--- config.mk ---
export PLATFORM = sky130hd
export DESIGN_NAME = trig_seq_top
export DESIGN_NICKNAME = d
export VERILOG_FILES = /design/src/rtl/trig_seq_pkg.sv /design/src/rtl/seq_ctrl_reg.sv /design/src/rtl/seq_match_gate.sv /design/src/rtl/seq_s1_decode.sv /design/src/rtl/trig_seq_top.sv
export SDC_FILE = /design/constraint.sdc
export NUM_CORES = 1
export LEC_CHECK = 0
export BUFFER_PORTS_ARGS = -buffer_cell sky130_fd_sc_hd__buf_2
export CAP_MARGIN = 20
export CORE_AREA = 2 2 48 50
export DETAILED_ROUTE_END_ITERATION = 7
export DIE_AREA = 0 0 50 52
export HOLD_SLACK_MARGIN = 0.06
export PLACE_DENSITY = 0.7
export SLEW_MARGIN = 20
export SYNTH_ARGS = -nofsm -noshare
export SYNTH_HDL_FRONTEND = slang
export SYNTH_SLANG_ARGS = --single-unit
--- constraint.sdc ---
create_clock -name clk -period 3.1 [get_ports clk]
set_input_delay 0.775 -clock clk [delete_from_list [all_inputs] [get_ports clk]]
set_output_delay 0.775 -clock clk [all_outputs]
set_load 0.1 [all_outputs]
--- src/rtl/trig_seq_pkg.sv ---
// Package: shared types and the Stage One channel-target table.
// Assumes a channel count of at most 4 for the fixed mapping; extra
// channels get no target.
package trig_seq_pkg;

    typedef enum logic [2:0] {
        ST_IDLE  = 3'd0,
        ST_ONE   = 3'd1,
        ST_TWO   = 3'd2,
        ST_THREE = 3'd3,
        ST_FIN   = 3'd4
    } seq_state_e;

    typedef enum logic [1:0] {
        TGT_NONE  = 2'd0,
        TGT_TWO   = 2'd1,
        TGT_THREE = 2'd2,
        TGT_FIN   = 2'd3
    } seq_tgt_e;

    // Target of channel ch in Stage One under selection code sel.
    function automatic seq_tgt_e chan_target(input logic [3:0] sel, input int ch);
        seq_tgt_e t;
        t = TGT_NONE;
        unique case (sel)
            4'h1: begin
                if (ch == 0) t = TGT_TWO;
                if (ch == 1) t = TGT_THREE;
            end
            4'h2: begin
                if (ch == 0) t = TGT_TWO;
                if (ch == 2) t = TGT_THREE;
            end
            4'h3: begin
                if (ch == 1) t = TGT_TWO;
                if (ch == 3) t = TGT_THREE;
            end
            4'h4: if (ch < 4) t = TGT_TWO;
            4'h5: if (ch < 4) t = TGT_THREE;
            4'h6: if (ch < 4) t = TGT_FIN;
            4'h7: if (ch == 2) t = TGT_TWO;
            4'h8: if (ch == 2) t = TGT_THREE;
            4'h9: if (ch == 2) t = TGT_FIN;
            4'hA: begin
                if (ch == 3) t = TGT_THREE;
                if (ch == 1) t = TGT_FIN;
            end
            4'hB: begin
                if (ch == 1) t = TGT_THREE;
                if (ch == 0) t = TGT_FIN;
            end
            4'hC: begin
                if (ch == 2) t = TGT_THREE;
                if (ch == 0) t = TGT_FIN;
            end
            4'hD: if (ch < 3) t = TGT_TWO;
            default: t = TGT_NONE;
        endcase
        return t;
    endfunction

endpackage

--- src/rtl/seq_ctrl_reg.sv ---
// Module: holds the selection code.
// Writes land only while the sequencer is disarmed. The read port shows
// the stored code at all times. Assumes arm is a clean level.
module seq_ctrl_reg #(
    parameter int CODE_W = 4
) (
    input  logic              clk,
    input  logic              rst_n,
    input  logic              arm,
    input  logic              wr_en,
    input  logic [CODE_W-1:0] wr_data,
    output logic [CODE_W-1:0] code
);

    // Load the code on a write while disarmed; reset clears it.
    always_ff @(posedge clk) begin
        if (!rst_n) begin
            code <= '0;
        end else if (wr_en && !arm) begin
            code <= wr_data;
        end
    end


    cfg_hold_chk: assert property (@(posedge clk) disable iff (!rst_n)
        arm |=> (code == $past(code)));


    cfg_load_chk: assert property (@(posedge clk) disable iff (!rst_n)
        (wr_en && !arm) |=> (code == $past(wr_data)));

endmodule

--- src/rtl/seq_match_gate.sv ---
// Module: qualifies raw match events with the per-channel comparator
// enables. Assumes both vectors are sampled in the same cycle.
module seq_match_gate #(
    parameter int NUM_CH = 4
) (
    input  logic [NUM_CH-1:0] match_in,
    input  logic [NUM_CH-1:0] cmp_en,
    output logic [NUM_CH-1:0] ev,
    output logic              any_ev
);

    genvar g;
    generate
        for (g = 0; g < NUM_CH; g++) begin : g_gate
            // A channel fires only when its comparator is enabled.
            assign ev[g] = match_in[g] & cmp_en[g];
        end
    endgenerate

    // Collapse the channel events for the later stages.
    assign any_ev = |ev;

endmodule

--- src/rtl/seq_s1_decode.sv ---
// Module: Stage One next-state resolution.
// Maps each enabled event to a target under the selection code, then
// picks one winner: any Final-target event first, otherwise the lowest
// channel with a target. Purely combinational.
module seq_s1_decode
    import trig_seq_pkg::*;
#(
    parameter int NUM_CH = 4,
    parameter int CODE_W = 4
) (
    input  logic [CODE_W-1:0] code,
    input  logic [NUM_CH-1:0] ev,
    output seq_tgt_e          next_tgt,
    output logic              fin_req,
    output logic [NUM_CH-1:0] grant
);

    seq_tgt_e          ch_tgt [NUM_CH];
    logic [NUM_CH-1:0] fin_vec;
    logic [NUM_CH-1:0] live_vec;

    genvar g;
    generate
        for (g = 0; g < NUM_CH; g++) begin : g_map
            // Target of this channel when it fires, else none.
            assign ch_tgt[g]   = ev[g] ? chan_target(code[3:0], g) : TGT_NONE;
            assign fin_vec[g]  = (ch_tgt[g] == TGT_FIN);
            assign live_vec[g] = (ch_tgt[g] != TGT_NONE);
        end
    endgenerate

    assign fin_req = |fin_vec;

    // Priority pick: Final-target events first, then lowest live channel.
    always_comb begin
        logic found;
        grant = '0;
        found = 1'b0;
        for (int i = 0; i < NUM_CH; i++) begin
            if (!found && ((fin_req && fin_vec[i]) || (!fin_req && live_vec[i]))) begin
                grant[i] = 1'b1;
                found    = 1'b1;
            end
        end
    end

    // Target of the winning channel.
    always_comb begin
        next_tgt = TGT_NONE;
        for (int i = 0; i < NUM_CH; i++) begin
            if (grant[i]) next_tgt = ch_tgt[i];
        end
    end

endmodule

--- src/rtl/trig_seq_top.sv ---
// Module: debug trigger state sequencer top.
// Holds the state register, arm edge detect, trigger pulse and final
// flag. Assumes inputs are synchronous to clk; reset is synchronous,
// active low.
module trig_seq_top
    import trig_seq_pkg::*;
#(
    parameter int NUM_CH = 4,
    parameter int CODE_W = 4
) (
    input  logic              clk,
    input  logic              rst_n,
    input  logic              arm,
    input  logic              cfg_wr_en,
    input  logic [CODE_W-1:0] cfg_wr_data,
    output logic [CODE_W-1:0] cfg_rd_data,
    input  logic [NUM_CH-1:0] cmp_en,
    input  logic [NUM_CH-1:0] match_in,
    output logic [2:0]        state_out,
    output logic              trig_pulse,
    output logic              final_flag
);

    seq_state_e        state_q, state_d;
    logic              arm_q;
    logic [CODE_W-1:0] code;
    logic [NUM_CH-1:0] ev;
    logic              any_ev;
    seq_tgt_e          s1_tgt;
    logic              s1_fin_req;
    logic [NUM_CH-1:0] s1_grant;
    logic              trig_q, flag_q;

    seq_ctrl_reg #(.CODE_W(CODE_W)) u_ctrl (
        .clk     (clk),
        .rst_n   (rst_n),
        .arm     (arm),
        .wr_en   (cfg_wr_en),
        .wr_data (cfg_wr_data),
        .code    (code)
    );

    seq_match_gate #(.NUM_CH(NUM_CH)) u_gate (
        .match_in (match_in),
        .cmp_en   (cmp_en),
        .ev       (ev),
        .any_ev   (any_ev)
    );

    seq_s1_decode #(.NUM_CH(NUM_CH), .CODE_W(CODE_W)) u_dec (
        .code     (code),
        .ev       (ev),
        .next_tgt (s1_tgt),
        .fin_req  (s1_fin_req),
        .grant    (s1_grant)
    );

    // Next-state selection; disarm overrides every state.
    always_comb begin
        state_d = state_q;
        if (!arm) begin
            state_d = ST_IDLE;
        end else begin
            unique case (state_q)
                ST_IDLE:  if (!arm_q) state_d = ST_ONE;
                ST_ONE: begin
                    unique case (s1_tgt)
                        TGT_TWO:   state_d = ST_TWO;
                        TGT_THREE: state_d = ST_THREE;
                        TGT_FIN:   state_d = ST_FIN;
                        default:   state_d = ST_ONE;
                    endcase
                end
                ST_TWO, ST_THREE: if (any_ev) state_d = ST_FIN;
                ST_FIN:   state_d = ST_FIN;
                default:  state_d = ST_IDLE;
            endcase
        end
    end

    // State, arm history, pulse and flag registers.
    always_ff @(posedge clk) begin
        if (!rst_n) begin
            state_q <= ST_IDLE;
            arm_q   <= 1'b0;
            trig_q  <= 1'b0;
            flag_q  <= 1'b0;
        end else begin
            state_q <= state_d;
            arm_q   <= arm;
            trig_q  <= (state_d == ST_FIN) && (state_q != ST_FIN);
            flag_q  <= (state_d == ST_FIN);
        end
    end

    assign state_out   = state_q;
    assign cfg_rd_data = code;
    assign trig_pulse  = trig_q;
    assign final_flag  = flag_q;


    disarm_idle_chk: assert property (@(posedge clk) disable iff (!rst_n)
        !arm |=> (state_out == 3'd0) && !final_flag);


    fin_first_chk: assert property (@(posedge clk) disable iff (!rst_n)
        (state_q == ST_ONE && arm && s1_fin_req) |=> (state_out == 3'd4));


    grant_single_chk: assert property (@(posedge clk) disable iff (!rst_n)
        $onehot0(s1_grant));


    mid_exit_chk: assert property (@(posedge clk) disable iff (!rst_n)
        ((state_q == ST_TWO || state_q == ST_THREE) && arm && |(match_in & cmp_en))
        |=> (state_out == 3'd4));


    pulse_once_chk: assert property (@(posedge clk) disable iff (!rst_n)
        trig_pulse |=> !trig_pulse);


    pulse_in_fin_chk: assert property (@(posedge clk) disable iff (!rst_n)
        trig_pulse |-> (state_out == 3'd4) && final_flag);


    masked_quiet_chk: assert property (@(posedge clk) disable iff (!rst_n)
        (state_q == ST_TWO && arm && (match_in & cmp_en) == '0) |=> (state_out == 3'd2));

endmodule

## Yosys cells after proc, flatten, opt, wreduce, memory -nomap -nowiden

Index checks and enable logic that the tools add are counted.

- Input bits: 16
- Output and inout bits: 9
- Bits in registers: 10
- Word-level logic and storage cells: 97

- Reduce and logical (&&, ||, !) cells: 39
- Bitwise gates (word level): 4
- Muxes and demuxes: 23
- Equal/unequal tests: 26

Operator list:

| operator | number |
|---|---|
| 4-bit == test, second input constant | 6 |
| 2-bit case mux with 3 select lines | 4 |
| 4-bit by 3-bit == test with 1-bit output, second input constant | 4 |
| 2-bit 2-to-1 mux | 8 |
| 4-bit OR reduction | 4 |
| 3-bit OR reduction | 5 |
| 1-bit logical AND | 13 |
| 2-bit == test, second input constant | 6 |
| 3-bit case mux with 4 select lines | 1 |
| 3-bit 2-to-1 mux | 3 |
| 3-bit case mux with 3 select lines | 1 |
| 4-bit by 2-bit == test with 1-bit output, second input constant | 2 |
| 2-bit nonzero test | 4 |
| 3-bit by 2-bit == test with 1-bit output, second input constant | 2 |
| 3-bit == test, second input constant | 2 |
| 1-bit 2-to-1 mux | 6 |
| 2-bit OR reduction | 3 |
| 1-bit logical NOT | 5 |
| 1-bit AND | 4 |
| 4-bit by 1-bit == test with 1-bit output, second input constant | 1 |
| 1-bit logical OR | 4 |
| 3-bit by 1-bit == test with 1-bit output, second input constant | 1 |
| 3-bit logical NOT | 1 |
| 3-bit inequality test, second input constant | 1 |
| 2-bit by 1-bit == test with 1-bit output, second input constant | 1 |

## Depth between registers and ports, before layout

- Depth after elaboration: 26
- Depth in mapped cells: 15
- Mapped depth without buffers: 13

## Cells and area by module

A second synthesis with hierarchy kept.

- Cells, all modules: 134
- Area total of the unflattened synthesis: 1059.8 sq um

Modules (own cells, without submodules):

| module | times used | seq. area each (sq um) | cells an instance | area an instance (sq um) |
|---|---|---|---|---|
| seq_s1_decode | 1 | 0.0 | 77 | 516.7 |
| trig_seq_top | 1 | 120.1 | 33 | 341.6 |
| seq_ctrl_reg | 1 | 80.1 | 19 | 166.4 |
| seq_match_gate | 1 | 0.0 | 5 | 35.0 |

## Worst setup path after synthesis

No wires, ideal clock.

- Kind: register -> register
- Start point: reg u_ctrl.code[0]
- End point: reg flag_q, in the netlist final_flag
- Setup slack: -0.120 ns
- Stages on the path, launching flop included: 12
- Clock period less this slack: 3.220 ns
- Required time: 3.041 ns
- Path buffers: 1
- Arrival time: 3.161 ns
- Setup time: 0.059 ns
- Cell sequence: dfxtp_1 -> buf_6 -> nor2_1 -> and2_1 -> o311a_1 -> a211o_1 -> o32a_1 -> ha_1 -> o21ai_0 -> o21ai_0 -> nor2_1 -> o31a_1

- Word-level cells in the longest chain between the ends: 25
- Elaborated cells on any way between the ends: 75
- Classes of those cells: 21 x eq/ne; 21 x mux; 33 x reduce/logical

RTL lines:

| element | line | RTL |
|---|---|---|
| start: declaration | seq_ctrl_reg.sv:12 | `output logic [CODE_W-1:0] code` |
| start signal: assignment | seq_ctrl_reg.sv:20 | `code <= wr_data;` |
| 4-bit by 1-bit == test with 1-bit output (tied with other cells) | trig_seq_pkg.sv:25 | `unique case (sel)` |
| 4-bit OR reduction (no line) (tied with other cells) | -- |  |
| 2-bit case mux with 3 select lines | trig_seq_pkg.sv:25 |  |
| 2-bit 2-to-1 mux | seq_s1_decode.sv:26 | `assign ch_tgt[g] = ev[g] ? chan_target(code[3:0], g) : TGT_NONE;` |
| 2-bit == test | seq_s1_decode.sv:27 | `assign fin_vec[g] = (ch_tgt[g] == TGT_FIN);` |
| 4-bit OR reduction | seq_s1_decode.sv:32 | `assign fin_req = \|fin_vec;` |
| 1-bit logical NOT | seq_s1_decode.sv:40 | `if (!found && ((fin_req && fin_vec[i]) \|\| (!fin_req && live_vec[i]))) begin` |
| 1-bit logical AND | seq_s1_decode.sv:40 |  |
| (+9 left out) | -- |  |
| 1-bit logical AND | seq_s1_decode.sv:40 |  |
| 1-bit 2-to-1 mux | seq_s1_decode.sv:40 |  |
| 2-bit 2-to-1 mux * | seq_s1_decode.sv:51 | `if (grant[i]) next_tgt = ch_tgt[i];` |
| 2-bit == test or 2-bit by 1-bit == test with 1-bit output (tied branches) | trig_seq_top.sv:67 | `unique case (s1_tgt)` |
| 3-bit case mux with 3 select lines * | trig_seq_top.sv:67 |  |
| 3-bit case mux with 4 select lines * | trig_seq_top.sv:64 | `unique case (state_q)` |
| 3-bit 2-to-1 mux * | trig_seq_top.sv:61 | `if (!arm) begin` |
| 3-bit == test * | trig_seq_top.sv:92 | `flag_q <= (state_d == ST_FIN);` |
| end signal: assignment | trig_seq_top.sv:92 |  |
| end: declaration | trig_seq_top.sv:32 | `logic trig_q, flag_q;` |

Mark *: on every way between the ends. The rest lies on a longest branch, timed or not.
A chain may end at the register's enable or synchronous reset.

## Worst setup path after layout

- Start point: reg u_ctrl.code[2]
- End point: reg flag_q, in the netlist final_flag

The elaborated chain is that of the path after synthesis.

==> summary.txt <==
Status
  • Status: finished, final reports clean

Drt
  • Vias per cell: ~5.7
  • Vias: 1022
  • Final wirelength: about 2200 µm
  • Routed length per instance: between 10 and 15 µm
  • DR iter-0 viols: 29
  • First-pass detailed-route iteration total: 4
  • Antenna viol nets, final: 0
  • Post-route DRC: 0

Layout
  • Final cell count without fillers: 178
  • Layout cell share with drive strength beyond 1: 0.227
  • Most common cell after layout, fill and taps aside: buf_2
  • Most frequent cells in the layout: buf_2 (24), o21ai_0 (14), nand2_1 (14), nor2_1 (10), nor2b_1 (10)
  • Antenna cells: 0
  • Fill count: about 220
  • # nets final: 169
  • Synth-to-Final Area Change: 15.1%

CTS
  • H-tree levels: 1
  • Total CTS buffers: 3
  • Worst-Skew Late Latency: ~0.25 ns
  • Clock Sink Count: 10
  • Clock root buffer: clkbuf_4
  • Number of hold-repair buffers added at the cts stage: 0
  • Clock Path Buffers: 2
  • Clk pin slew, worst setup/hold paths: ~0.060 ns
  • TritonCTS clock tree: yes
  • Post-CTS Resized: 0
  • Post-CTS Setup Bufs: 0

Place
  • Placer Congestion: 0.883
  • I/O Buffers: 24
  • Placed insts: 175
  • HPWL Detailed: 1680 µm

Yosys
  • Synth Area per Inst: just over 7 µm²
  • Net Count, Synth: 147
  • Area leader, netlist: dfxtp_1
  • Largest cells by area after synthesis: dfxtp_1 (21%), o21ai_0 (7.5%), nor2b_1 (6.7%)
  • Synth top area share: 0.214
  • Post-synth top flop: dfxtp_1
  • Yosys warns: 0
  • Fraction of registers with async set/reset: 0
  • Seq/Total Area, Yosys: 0.214
  • Post-synth EDFFs: 0
  • Post-synthesis cell area: 933 µm²
  • Syn Inst Count: 130
  • Seq cells post-synth: 10
  • Synth unique cells: 41

Worst setup path
  • Worst EP required: 3.30 ns
  • Reg2reg path depth: 10
  • Worst Path Max Fanout: 18
  • CP arrival: about 3.0 ns
  • Crit-path max cell delay: 0.51 ns
  • Crit path kind: register to register
  • Endpoint class of the critical path: register
  • CP max stage cell: dfxtp_2
  • Worst setup SP type: register
  • Critical-path cell list: and2b_2, o211a_1, nor4_1, nor2_1, o32a_1, ha_1, o21ai_0, o21ai_0, nor2_1, o31a_1

Floorplan
  • Die Area: 2600 µm²
  • Die height: 52 µm
  • Standard-cell rows: 17
  • CORE AREA: 2110 µm²
  • Io pins: 25
  • Die width: around 50 µm
  • Initial Util: 0.443

Global route
  • Vias in the first global route: 907
  • Gr usage total: 0.171
  • First-pass GRT wire length: 3550 µm
  • Largest net degree at the start of global routing: 20
  • Grt total ovfl: 0
  • Initial antenna violation count: 0

STA
  • Final setup viols: 0
  • F_max: 356 MHz
  • Unrepaired setup endpoints after global routing: no
  • Fin Setup TNS: 0 ns
  • Relative slew slack: 0.678
  • Fin crit share: 0.907
  • Final Max Slew Viols: 0
  • Setup Skew: ~0.0019 ns
  • Minimum clock period: 2.81 ns
  • Worst-margin pin slew: 0.487 ns
  • Final hold violation count: 0

Pwr
  • Max IR drop VDD: around 0.00025 V
  • Total Power: 0.000331 W
  • Leakage power: 0.479 nW
  • Power Dens Cells: 308 nW/µm²

Run
  • Max cap viols: 0

Min path
  • Worst Hold Class: register to register
  • Worst Hold Depth: 3
==> report_power, final <==
group / total [W] / internal [W] / switching (W)
Sequential: 0.000148 / 0.000134 / 0.0000139
Combinational: 0.000103 / 0.0000362 / 0.0000664
Clock: 0.0000808 / 0.0000444 / 0.0000364
Total: 0.000331 / 0.000215 / 0.000117
==> critical path, delay by kind of cell (launching register included) <==
kind	cells	cell delay [ns]
AND/OR/NAND/NOR	4	0.91
AO/OA/AOI/OAI	5	1.03
adder cells (fa/ha/maj)	1	0.30
flip-flops	1	0.51
==> metal layers <==
metal / global-route usage / vias up / share of wire
met1: 0.201 / 472 / 0.45
met4: 0.0787 / 0 / 0
li1: - / 517 / -
met3: 0.0144 / 0 / 0.039
met2: 0.311 / 33 / 0.51
met5: 0 / - / 0
==> layout make-up <==
type / instances / area [µm²] / share of cell area
inverter: 2 / 7.51 / 0.00698
timing repair buffer: 25 / 128 / 0.119
clock buffer: 3 / 22.5 / 0.0210
sequential: 10 / 205 / 0.191
tap: 28 / 35.0 / 0.0326
multi-input combinational: 110 / 677 / 0.630
==> registers in the layout, summed over array words and instances (netlist names) <==
| register | cells |
|---|---|
| u_ctrl.code | 4 |
| trig_pulse | 1 |
| arm_q | 1 |
| final_flag | 1 |
| state_out | 3 |
==> synth_stat cells, drive strengths merged (2+ instances only) <==
cell type / n
dfxtp: 10
a31oi: 3
nand2: 14
buf: 5
a21oi: 8
clkbuf: 3
nor2: 10
nand4bb: 2
nand3b: 2
nand2b: 4
nor2b: 10
o21ai: 14
nor3: 6
a22oi: 3
o311a: 2
xor2: 2
and3: 4
inv: 2
and2: 4
mux2i: 3
==> cell families after synthesis <==
group                      synth area share
and+or+nand+nor                       0.378
DFF                                   0.214
AOI/OAI and AO/OA                     0.271
xor gates and xnor gates             0.0188
adders and majority gates            0.0134
buffers and inverters                0.0603
muxes                                0.0442
==> stage by stage <==
step	util	cell area [µm²]	hold WS (ns)	setup WS, ns
finish	0.510	1070	0.597	0.287
global route	0.510	1070	0.675	0.0761
CTS	0.510	1070	0.599	0.334
detailed placement	0.500	1050	0.590	0.154
global placement	0.500	1050	0.572	0.186
floorplan	-	938	0.549	0.233
==> worst paths after layout <==
check | slack [ns] | endpoint | startpoint
setup / recovery | 0.29 | final_flag | u_ctrl.code[2]
hold / removal | 0.60 | state_out[0] | arm_q
setup reg to reg | 0.29 | final_flag | u_ctrl.code[2]
hold reg to reg | 0.60 | state_out[0] | arm_q
Note: power is estimated with default switching activity, not from simulation.
